===== config.mk =====
export PLATFORM = sky130hd
export DESIGN_NAME = rtc_core
export DESIGN_NICKNAME = d
export VERILOG_FILES = /design/src/rtl/rtc_core_pkg.sv /design/src/rtl/rtc_tod_counter.sv /design/src/rtl/rtc_alarm_match.sv /design/src/rtl/rtc_irq_ctrl.sv /design/src/rtl/rtc_core.sv
export SDC_FILE = /design/constraint.sdc
export NUM_CORES = 1
export LEC_CHECK = 0
export ABC_CLOCK_PERIOD_IN_PS = 1900
export BUFFER_PORTS_ARGS = -buffer_cell sky130_fd_sc_hd__buf_2
export CAP_MARGIN = 20
export CORE_MARGIN = 1
export CORE_UTILIZATION = 50
export CTS_CLUSTER_SIZE = 20
export DETAILED_ROUTE_END_ITERATION = 8
export PLACE_DENSITY = 0.77
export SLEW_MARGIN = 40
export SYNTH_ARGS = -nofsm -noshare
export SYNTH_HDL_FRONTEND = slang
export SYNTH_SLANG_ARGS = --single-unit

===== constraint.sdc =====
create_clock -name clk -period 1.9 [get_ports clk]
set_clock_uncertainty 0.05 [all_clocks]
set_input_delay 0.285 -clock clk [delete_from_list [all_inputs] [get_ports clk]]
set_output_delay 0.285 -clock clk [all_outputs]
set_load 0.02 [all_outputs]

===== src/rtl/rtc_core_pkg.sv =====
package rtc_core_pkg;

   localparam int REG_AW = 3;

   typedef enum logic [REG_AW-1:0] {
      OFF_DAY      = 3'd0,
      OFF_SEC_LO   = 3'd1,
      OFF_SEC_HI   = 3'd2,
      OFF_ALM_DAY  = 3'd3,
      OFF_ALM_LO   = 3'd4,
      OFF_ALM_HI   = 3'd5,
      OFF_IRQ_EN   = 3'd6,
      OFF_IRQ_FLAG = 3'd7
   } reg_off_e;

   localparam int IRQ_ALM_BIT = 0;
   localparam int IRQ_SEC_BIT = 1;
   localparam int IRQ_N       = 2;

endpackage


===== src/rtl/rtc_tod_counter.sv =====
module rtc_tod_counter #(
   parameter int DAY_W       = 15,
   parameter int LO_W        = 8,
   parameter int HI_W        = 9,
   parameter int SEC_PER_DAY = 86400
) (
   input  logic             clk,
   input  logic             rst_n,
   input  logic             tick,
   input  logic             wr_day,
   input  logic             wr_lo,
   input  logic             wr_hi,
   input  logic [DAY_W-1:0] wday,
   input  logic [LO_W-1:0]  wlo,
   input  logic [HI_W-1:0]  whi,
   output logic [DAY_W-1:0] day_q,
   output logic [LO_W-1:0]  lo_q,
   output logic [HI_W-1:0]  hi_q
);

   localparam int SOD_W = LO_W + HI_W;
   localparam logic [SOD_W-1:0] LAST_SEC = SOD_W'(SEC_PER_DAY - 1);

   logic [SOD_W-1:0] sod;
   logic [SOD_W-1:0] sod_nxt;
   logic [DAY_W-1:0] day_nxt;
   logic             at_end;

   assign sod    = {hi_q, lo_q};
   // compare with >= so that an out-of-range value written by software wraps on the next tick
   assign at_end = (sod >= LAST_SEC);

   always_comb begin
      sod_nxt = sod;
      day_nxt = day_q;
      if (tick) begin
         if (at_end) begin
            sod_nxt = '0;
            day_nxt = day_q + DAY_W'(1);
         end else begin
            sod_nxt = sod + SOD_W'(1);
         end
      end
   end

   // a write to a field wins over the tick for that field only
   always_ff @(posedge clk) begin
      if (!rst_n) begin
         day_q <= '0;
         lo_q  <= '0;
         hi_q  <= '0;
      end else begin
         day_q <= wr_day ? wday : day_nxt;
         lo_q  <= wr_lo  ? wlo  : sod_nxt[LO_W-1:0];
         hi_q  <= wr_hi  ? whi  : sod_nxt[SOD_W-1:LO_W];
      end
   end

endmodule


===== src/rtl/rtc_alarm_match.sv =====
module rtc_alarm_match #(
   parameter int TIME_W = 32
) (
   input  logic              clk,
   input  logic              rst_n,
   input  logic [TIME_W-1:0] now,
   input  logic [TIME_W-1:0] alarm,
   output logic              hit
);

   logic eq;
   logic eq_q;

   assign eq  = (now == alarm);
   assign hit = eq & ~eq_q;

   // eq_q starts at 1 so that the all-zero time and alarm after reset do not count as an arrival
   always_ff @(posedge clk) begin
      if (!rst_n) eq_q <= 1'b1;
      else        eq_q <= eq;
   end

endmodule


===== src/rtl/rtc_irq_ctrl.sv =====
module rtc_irq_ctrl #(
   parameter int N = 2
) (
   input  logic         clk,
   input  logic         rst_n,
   input  logic [N-1:0] set,
   input  logic         clr_we,
   input  logic         en_we,
   input  logic [N-1:0] wbits,
   output logic [N-1:0] flag_q,
   output logic [N-1:0] en_q,
   output logic [N-1:0] irq
);

   for (genvar i = 0; i < N; i++) begin : g_src
      always_ff @(posedge clk) begin
         if (!rst_n) begin
            flag_q[i] <= 1'b0;
            en_q[i]   <= 1'b0;
         end else begin
            flag_q[i] <= set[i] | (flag_q[i] & ~(clr_we & wbits[i]));
            if (en_we) en_q[i] <= wbits[i];
         end
      end
      assign irq[i] = flag_q[i] & en_q[i];
   end

endmodule


===== src/rtl/rtc_core.sv =====
module rtc_core
   import rtc_core_pkg::*;
#(
   parameter int DATA_W      = 16,
   parameter int DAY_W       = 15,
   parameter int LO_W        = 8,
   parameter int HI_W        = 9,
   parameter int SEC_PER_DAY = 86400
) (
   input  logic              clk,
   input  logic              rst_n,
   input  logic              tick_1hz,
   input  logic              wr_en,
   input  logic [2:0]        addr,
   input  logic [DATA_W-1:0] wdata,
   output logic [DATA_W-1:0] rdata,
   output logic              irq_alarm,
   output logic              irq_sec
);

   localparam int TIME_W = DAY_W + HI_W + LO_W;

   if (DATA_W < DAY_W || DATA_W < LO_W || DATA_W < HI_W || DATA_W < IRQ_N) begin : g_bad_data_w
      $error("rtc_core: DATA_W narrower than a register field");
   end
   if (SEC_PER_DAY > (2 ** (LO_W + HI_W)) || SEC_PER_DAY <= (2 ** LO_W)) begin : g_bad_day_len
      $error("rtc_core: SEC_PER_DAY does not fit the seconds fields");
   end

   logic [DAY_W-1:0] day_q;
   logic [LO_W-1:0]  sec_lo_q;
   logic [HI_W-1:0]  sec_hi_q;
   logic [DAY_W-1:0] alm_day_q;
   logic [LO_W-1:0]  alm_lo_q;
   logic [HI_W-1:0]  alm_hi_q;
   logic [IRQ_N-1:0] irq_flag;
   logic [IRQ_N-1:0] irq_en;
   logic [IRQ_N-1:0] irq_vec;
   logic [IRQ_N-1:0] irq_set;
   logic             alarm_hit;
   logic [DATA_W-1:0] rd_mux;
   logic [DATA_W-1:0] rdata_q;
   logic              unused_wdata;

   assign unused_wdata = ^wdata;

   function automatic logic wsel(input logic [2:0] a, input reg_off_e o);
      return (a == o);
   endfunction

   rtc_tod_counter #(
      .DAY_W(DAY_W), .LO_W(LO_W), .HI_W(HI_W), .SEC_PER_DAY(SEC_PER_DAY)
   ) u_tod (
      .clk    (clk),
      .rst_n  (rst_n),
      .tick   (tick_1hz),
      .wr_day (wr_en && wsel(addr, OFF_DAY)),
      .wr_lo  (wr_en && wsel(addr, OFF_SEC_LO)),
      .wr_hi  (wr_en && wsel(addr, OFF_SEC_HI)),
      .wday   (wdata[DAY_W-1:0]),
      .wlo    (wdata[LO_W-1:0]),
      .whi    (wdata[HI_W-1:0]),
      .day_q  (day_q),
      .lo_q   (sec_lo_q),
      .hi_q   (sec_hi_q)
   );

   always_ff @(posedge clk) begin
      if (!rst_n) begin
         alm_day_q <= '0;
         alm_lo_q  <= '0;
         alm_hi_q  <= '0;
      end else if (wr_en) begin
         if (wsel(addr, OFF_ALM_DAY)) alm_day_q <= wdata[DAY_W-1:0];
         if (wsel(addr, OFF_ALM_LO))  alm_lo_q  <= wdata[LO_W-1:0];
         if (wsel(addr, OFF_ALM_HI))  alm_hi_q  <= wdata[HI_W-1:0];
      end
   end

   rtc_alarm_match #(.TIME_W(TIME_W)) u_match (
      .clk   (clk),
      .rst_n (rst_n),
      .now   ({day_q, sec_hi_q, sec_lo_q}),
      .alarm ({alm_day_q, alm_hi_q, alm_lo_q}),
      .hit   (alarm_hit)
   );

   always_comb begin
      irq_set              = '0;
      irq_set[IRQ_ALM_BIT] = alarm_hit;
      irq_set[IRQ_SEC_BIT] = tick_1hz;
   end

   rtc_irq_ctrl #(.N(IRQ_N)) u_irq (
      .clk    (clk),
      .rst_n  (rst_n),
      .set    (irq_set),
      .clr_we (wr_en && wsel(addr, OFF_IRQ_FLAG)),
      .en_we  (wr_en && wsel(addr, OFF_IRQ_EN)),
      .wbits  (wdata[IRQ_N-1:0]),
      .flag_q (irq_flag),
      .en_q   (irq_en),
      .irq    (irq_vec)
   );

   assign irq_alarm = irq_vec[IRQ_ALM_BIT];
   assign irq_sec   = irq_vec[IRQ_SEC_BIT];

   always_comb begin
      case (addr)
         OFF_DAY:      rd_mux = DATA_W'(day_q);
         OFF_SEC_LO:   rd_mux = DATA_W'(sec_lo_q);
         OFF_SEC_HI:   rd_mux = DATA_W'(sec_hi_q);
         OFF_ALM_DAY:  rd_mux = DATA_W'(alm_day_q);
         OFF_ALM_LO:   rd_mux = DATA_W'(alm_lo_q);
         OFF_ALM_HI:   rd_mux = DATA_W'(alm_hi_q);
         OFF_IRQ_EN:   rd_mux = DATA_W'(irq_en);
         default:      rd_mux = DATA_W'(irq_flag);
      endcase
   end

   always_ff @(posedge clk) begin
      if (!rst_n) rdata_q <= '0;
      else        rdata_q <= rd_mux;
   end

   assign rdata = rdata_q;

endmodule


==> impl_metrics.yaml, run 1 <==
cells_and_area:
  syn_to_final_growth_pct: 20.3
  diodes: 0
  fill_cells: 711
  drive_gt1_share_pct: 24.1
  utilization_pct: 62.4
  fin_nets: 655
  final-seq-area_mm2: 0.00169
  final_cell_area_mm2: 0.00544
  multi_input_area_mm2: 0.00270
clocking:
  clk_pin_slew_worst_paths_ns: 0.10
  h-tree-depth: 3
  numCtsBuffers: 9
  clk_latency_ns: 0.37
  cts-root-buf: "clkbuf_8"
  cts_buffer_depth: 2
  cts_tree: "built"
  ctsHoldBuffers: 0
  numClockSinks: 84
synthesis:
  yosys_most_used_dff: "dfxtp_1"
  synth-seq-cells: 84
  syn_avg_cell_area_um2: 8.10
  synth.top_cell.area_share_pct: 37.2
  synth.yosys.seq_area_share_pct: 37.2
  synth_cells: 558
  netlist_area_mm2: 0.00452
  synth_edf_count: 0
  synth_top_cell_by_area: "dfxtp_1"
  synth_area_leaders: "dfxtp_1 37%, nand2_1 7.6%, xnor2_1 6.6%, a21oi_1 6.3%, o21ai_0 4.5%"
  ys.warnings.count: 0
  synth_cell_types: 57
  synth.most_common_cell: "nand2_1"
  synth_commonest_cells: "92 x nand2_1, 84 x dfxtp_1, 57 x a21oi_1"
  syn_nets: 583
  synthArstFlopShare_pct: 0
placed_design:
  dpl.hpwl_mm: 9.94
  place_area_mm2: 0.00507
  port_buffers: 38
  post-place-ws_ns: -0.157
  gp_congestion: 0.908
sta:
  fin_hold_ws_ns: 0.128
  min_period_ns: 2.08
  hold_violations: 0
  setup_violations: 31
  fmax_mhz: 481
  worst_pin_slew_ns: 0.495
  rsz0062_at_grt: "yes"
  fin_crit_sh_pct: 109
  slew_violations: 0
  slew_headroom_pct: 66.9
  finalWorstSetupSlack_ns: -0.178
power_and_ir_drop:
  p_leak_nw: 2.04
  irDropWorstVdd_uv: 407
  switching_share_pct: 29.3
  clock_power_share_pct: 36.7
  cellPowerDensity_mw_per_mm2: 690
  p_int_mw: 2.65
  p_total_mw: 3.75
  p_seq_share_pct: 49.7
  p_sw_mw: 1.10
  comb_power_share_pct: 13.6
global_route:
  grt_overflow: 0
  grt_pass1_vias: 4538
  antenna_found_initial: 0
  grt_usage_pct: 30.6
  grt_pass1_wl_mm: 22.9
  grt_max_degree: 24
setup_path:
  r2r-start: "u_tod.lo_q[6]"
  crit_fanout: 7
  arrival_ns: 2.32
  endpoint: "u_tod.day_q[2]"
  critPathLaunch: "u_tod.lo_q[6]"
  endpoint_kind: "flip-flop"
  critPathLaunchType: "flip-flop"
  reg2reg_slack_ns: -0.18
  crit_type: "reg2reg"
  required_ns: 2.14
  timing.rr.end: "u_tod.day_q[2]"
  rr_worst_depth: 6
floorplanning:
  num_rows: 34
  die_w_um: 97.1
  die_area_mm2: 0.00943
  initial_core_util_pct: 51.8
  die_h_um: 97.1
  pin_count: 41
  core_area_mm2: 0.00872
detailed_routing:
  num_vias: 4650
  wirelength_mm: 14.3
  drt.antenna.violating_nets: 0
  dr.pass1.iters: 5
  drc: 0
  routedWlPerCell_um: 19.3
  drt_iter0_drc: 544
  vias_per_cell: 6.26
hold_path:
  hold_path_class: "in2reg"
status:
  status: "finished with violations"
  violations: "negative setup slack"
flow_run:
  timing.max_cap.violations: 0
-- per-layer routing --
layer / routed length [µm] / global-route usage, % / vias up
li1: - / - / 2113
met1: 5860 / 40.2 / 2184
met2: 6640 / 49.0 / 301
met3: 1360 / 4.39 / 52
met4: 484 / 15.8 / 0
met5: 0 / 0 / -
-- power by group through the flow --
stage                     Clock, mW  Sequential [mW]  Combinational, mW
after detailed placement          0             1.90              0.470
after global placement            0             1.90              0.459
after global routing           1.44             1.87              0.547
after floorplan                   0             1.91              0.271
final                          1.38             1.86              0.512
after CTS                      1.37             1.86              0.474
-- worst max-delay path, stage by stage (launching register included) --
cell	delay, ns
dfxtp_2	0.35
nand4_1	0.17
or4_4	0.58
a21oi_4	0.32
nor2_4	0.08
or3_1	0.31
a31oi_1	0.16
-- layout make-up --
type,count,share of cell area [%]
clock buffer,9,2.28
clock inverter,7,1.54
inverter,4,0.276
multi-input combinational,430,49.6
sequential,84,31.1
tap,108,2.48
timing repair buffer,101,12.7
-- state kept, by name, indices dropped and copies added, names as in the netlist --
| register | count |
|---|---|
| alm_day_q | 15 |
| rdata | 15 |
| u_tod.day_q | 15 |
| alm_hi_q | 9 |
| u_tod.hi_q | 9 |
| alm_lo_q | 8 |
| u_tod.lo_q | 8 |
| u_irq.en_q | 2 |
| u_irq.flag_q | 2 |
| u_match.eq_q | 1 |
-- timing repair --
| item | CTS | global route |
|---|---|---|
| resized for setup | 16 | 27 |
| cloned | 1 | 0 |
| pin swaps | 9 | 25 |
| endpoints found under the setup margin | 30 | 33 |
| buffers inserted | 1 | 4 |
-- how the worst min path moves through the flow --
stage                startpoint       endpoint  slack [ns]  cells after the start
finish                 wdata[9]   alm_day_q[9]        0.13                      3
global route           wdata[9]   alm_day_q[9]        0.13                      3
CTS                   wdata[12]  alm_day_q[12]        0.12                      3
detailed placement  alm_lo_q[5]    alm_lo_q[5]        0.42                      2
global placement    alm_lo_q[5]    alm_lo_q[5]        0.42                      2
floorplan              wdata[0]  u_tod.hi_q[0]        0.34                      2
-- per-stage QoR --
step | setup TNS, ns | cells
finish | -3.07 | 743
global route | -4.58 | 743
global placement | -0.937 | 722
CTS | -1.45 | 740
floorplan | -0.201 | 558
detailed placement | -1.51 | 722
-- placed cells by master (no fill, tap or decap), drive strengths merged, types with 3 or more instances in the layout --
cell,synthesis,routed
buf,11,101
nand2,92,92
dfxtp,84,84
a21oi,58,58
o21ai,41,41
xnor2,34,34
nor2,33,33
nand4,23,23
xor2,16,16
nand3,14,14
mux2i,13,13
and2,13,13
a31oi,12,12
and3,11,11
clkbuf,26,9
nand4b,8,8
nor3,7,7
a22oi,6,6
a211oi,6,6
inv,3,6
mux2,5,5
a221oi,5,5
clkinv,1,4
nor2b,3,3
nand2b,3,3
-- cells by family (layout without fill, tap and decap cells) --
kind of cell	count (synthesis)	in the layout	synth area share [%]
buffers and inverters	44	121	5.26
and+or+nand+nor	218	218	23.8
muxes	20	20	5.12
DFF	84	84	37.2
AOI/OAI and AO/OA	139	139	18.3
xor gates and xnor gates	50	50	9.69
adders and majority gates	2	2	0.553
other	1	1	0.0830
Note: power is estimated with default switching activity, not from simulation.
==> run 2, diff against run 1 <==
--- a/config.mk
+++ b/config.mk
@@ -8,11 +8,13 @@
 export ABC_CLOCK_PERIOD_IN_PS = 1900
 export BUFFER_PORTS_ARGS = -buffer_cell sky130_fd_sc_hd__buf_2
 export CAP_MARGIN = 20
+export CELL_PAD_IN_SITES_DETAIL_PLACEMENT = 2
+export CELL_PAD_IN_SITES_GLOBAL_PLACEMENT = 2
 export CORE_MARGIN = 1
-export CORE_UTILIZATION = 50
+export CORE_UTILIZATION = 32
 export CTS_CLUSTER_SIZE = 20
 export DETAILED_ROUTE_END_ITERATION = 8
-export PLACE_DENSITY = 0.77
+export PLACE_DENSITY = 0.8
 export SLEW_MARGIN = 40
 export SYNTH_ARGS = -nofsm -noshare
 export SYNTH_HDL_FRONTEND = slang
==> run 2 against run 1 <==
Effect of this change: maximum frequency down 6.4%; highest routed layer unchanged; the flow still finishes with violations (negative setup slack); die area up 55%; clock-buffer cell count up 1; via count up 7.4%; cell count up 12%.
==> impl_metrics.yaml, run 2 (same netlist as run 1, synthesis figures left out) <==
detailed_routing:
  dr.pass1.iters: 5
  drt_iter0_drc: 378
  vias_per_cell: 6.00
  drt.antenna.violating_nets: 0
  wirelength_mm: 22.5
  num_vias: 4994
  routedWlPerCell_um: 27.1
  drc: 0
placed_design:
  dpl.hpwl_mm: 13.7
  post-place-ws_ns: -0.208
  gp_congestion: 0.854
  port_buffers: 38
floorplanning:
  initial_core_util_pct: 32.7
  die_h_um: 121
  die_w_um: 121
  core_area_mm2: 0.0138
  pin_count: 41
  num_rows: 43
  die_area_mm2: 0.0146
status:
  violations: "negative setup slack"
  status: "finished with violations"
power_and_ir_drop:
  cellPowerDensity_mw_per_mm2: 760
  p_leak_nw: 2.21
  irDropWorstVdd_uv: 407
setup_path:
  critical_path.max_stage_delay_ns: 0.57
  endpoint: "u_tod.hi_q[6]"
  timing.rr.end: "u_tod.hi_q[6]"
  endpoint_kind: "flip-flop"
  cp.depth: 8
  cpLargestDelayFamily: "simple AND/OR/NAND/NOR gates"
  rr_worst_depth: 8
  reg2reg_slack_ns: -0.32
  cp_common_cell: "buf_6"
  crit_chain: "nand2_1 > or4_4 > buf_6 > a21oi_4 > buf_6 > nor3_2 > o21ai_1 > a31oi_1"
  arrival_ns: 2.40
  required_ns: 2.08
  crit_fanout: 3
  worst_path_max_delay_cell: "or4_4"
  critPathLaunchType: "flip-flop"
  crit_type: "reg2reg"
  cp.buffers_inverters: 2
  r2r-start: "u_tod.hi_q[0]"
  critPathLaunch: "u_tod.hi_q[0]"
sta:
  setup_violations: 25
  min_period_ns: 2.22
  fin_hold_ws_ns: 0.128
  finalWorstSetupSlack_ns: -0.320
  slew_violations: 0
  slew_headroom_pct: 58.5
  worst_pin_slew_ns: 0.620
  fmax_mhz: 451
  hold_violations: 0
  rsz0062_at_grt: "yes"
  fin_crit_sh_pct: 117
global_route:
  grt_usage_pct: 31.2
  grt_pass1_wl_mm: 33.5
  grt_overflow: 0
  grt_max_degree: 39
  grt_pass1_vias: 5500
  antenna_found_initial: 0
cells_and_area:
  final_cell_mix: "91 x nand2_1, 76 x dfxtp_1, 69 x buf_4"
  final-seq-area_mm2: 0.00169
  drive_gt1_share_pct: 28.2
  multi_input_area_mm2: 0.00275
  final_common_cell: "nand2_1"
  diodes: 0
  fill_cells: 1498
  fin_nets: 673
  syn_to_final_growth_pct: 30.3
clocking:
  h-tree-depth: 3
  cts-root-buf: "clkbuf_16"
  numCtsBuffers: 9
  cts_tree: "built"
  numClockSinks: 84
  clk_pin_slew_worst_paths_ns: 0.07
  ctsHoldBuffers: 0
  clk_latency_ns: 0.36
  cts_buffer_depth: 2
flow_run:
  timing.max_cap.violations: 0
hold_path:
  hold_path_class: "in2reg"
[run 2: how the worst min path moves through the flow]
stage	from	to	slack (ns)	cells after the start
2_1_floorplan	wdata[0]	u_tod.hi_q[0]	0.34	2
5_1_grt	wdata[10]	alm_day_q[10]	0.13	3
3_5_place_dp	alm_lo_q[3]	alm_lo_q[3]	0.43	2
4_1_cts	wdata[10]	alm_day_q[10]	0.12	3
3_3_place_gp	alm_lo_q[7]	alm_lo_q[7]	0.42	2
6_report	wdata[10]	alm_day_q[10]	0.13	3
[run 2: tightest hold or removal path, cell delays in order]
cell and delay (ns):
buf_2 0.11, nand2_1 0.05, a21oi_1 0.05
[run 2: per-stage QoR]
| stage | util, % | power (mW) | instance area (µm²) | cells | setup TNS (ns) |
|---|---|---|---|---|---|
| after detailed placement | 38.1 | 2.43 | 5270 | 802 | -3.62 |
| after global routing | 42.6 | 4.60 | 5890 | 832 | -6.55 |
| after floorplan | - | 2.18 | 4540 | 558 | -0.201 |
| after global placement | 38.1 | 2.40 | 5270 | 802 | -0.789 |
| after CTS | 41.6 | 4.43 | 5750 | 830 | -3.90 |
| final | 42.6 | 4.48 | 5890 | 832 | -5.16 |
[run 2: power breakdown]
group | internal (mW) | total [mW] | switching, mW | leakage [nW]
Sequential | 1.81 | 1.88 | 0.0633 | 0.686
Clock | 1.19 | 2.02 | 0.828 | 0.155
Combinational | 0.219 | 0.581 | 0.362 | 1.37
[run 2: final cells by class]
cell class	instances	area share, %
timing repair buffer	119	14.9
tap	180	3.82
inverter	4	0.255
sequential	84	28.8
multi-input combinational	430	46.7
clock buffer	10	4.06
clock inverter	5	1.44
[run 2: repair_timing]
item / 4_1_cts / 5_1_grt
setup endpoints to repair: 33 / 32
gates resized for setup: 29 / 28
pin swaps: 22 / 27
cloned: 1 / 0
setup buffers: 13 / 3
[run 2: routing by layer]
| layer | part of all wire (%) | vias to the layer above | global-route usage [%] |
|---|---|---|---|
| met4 | 3.9 | 0 | 15.3 |
| met2 | 49 | 211 | 52.2 |
| met5 | 0 | - | 0 |
| li1 | - | 2150 | - |
| met3 | 6.1 | 65 | 7.66 |
| met1 | 41 | 2568 | 37.1 |
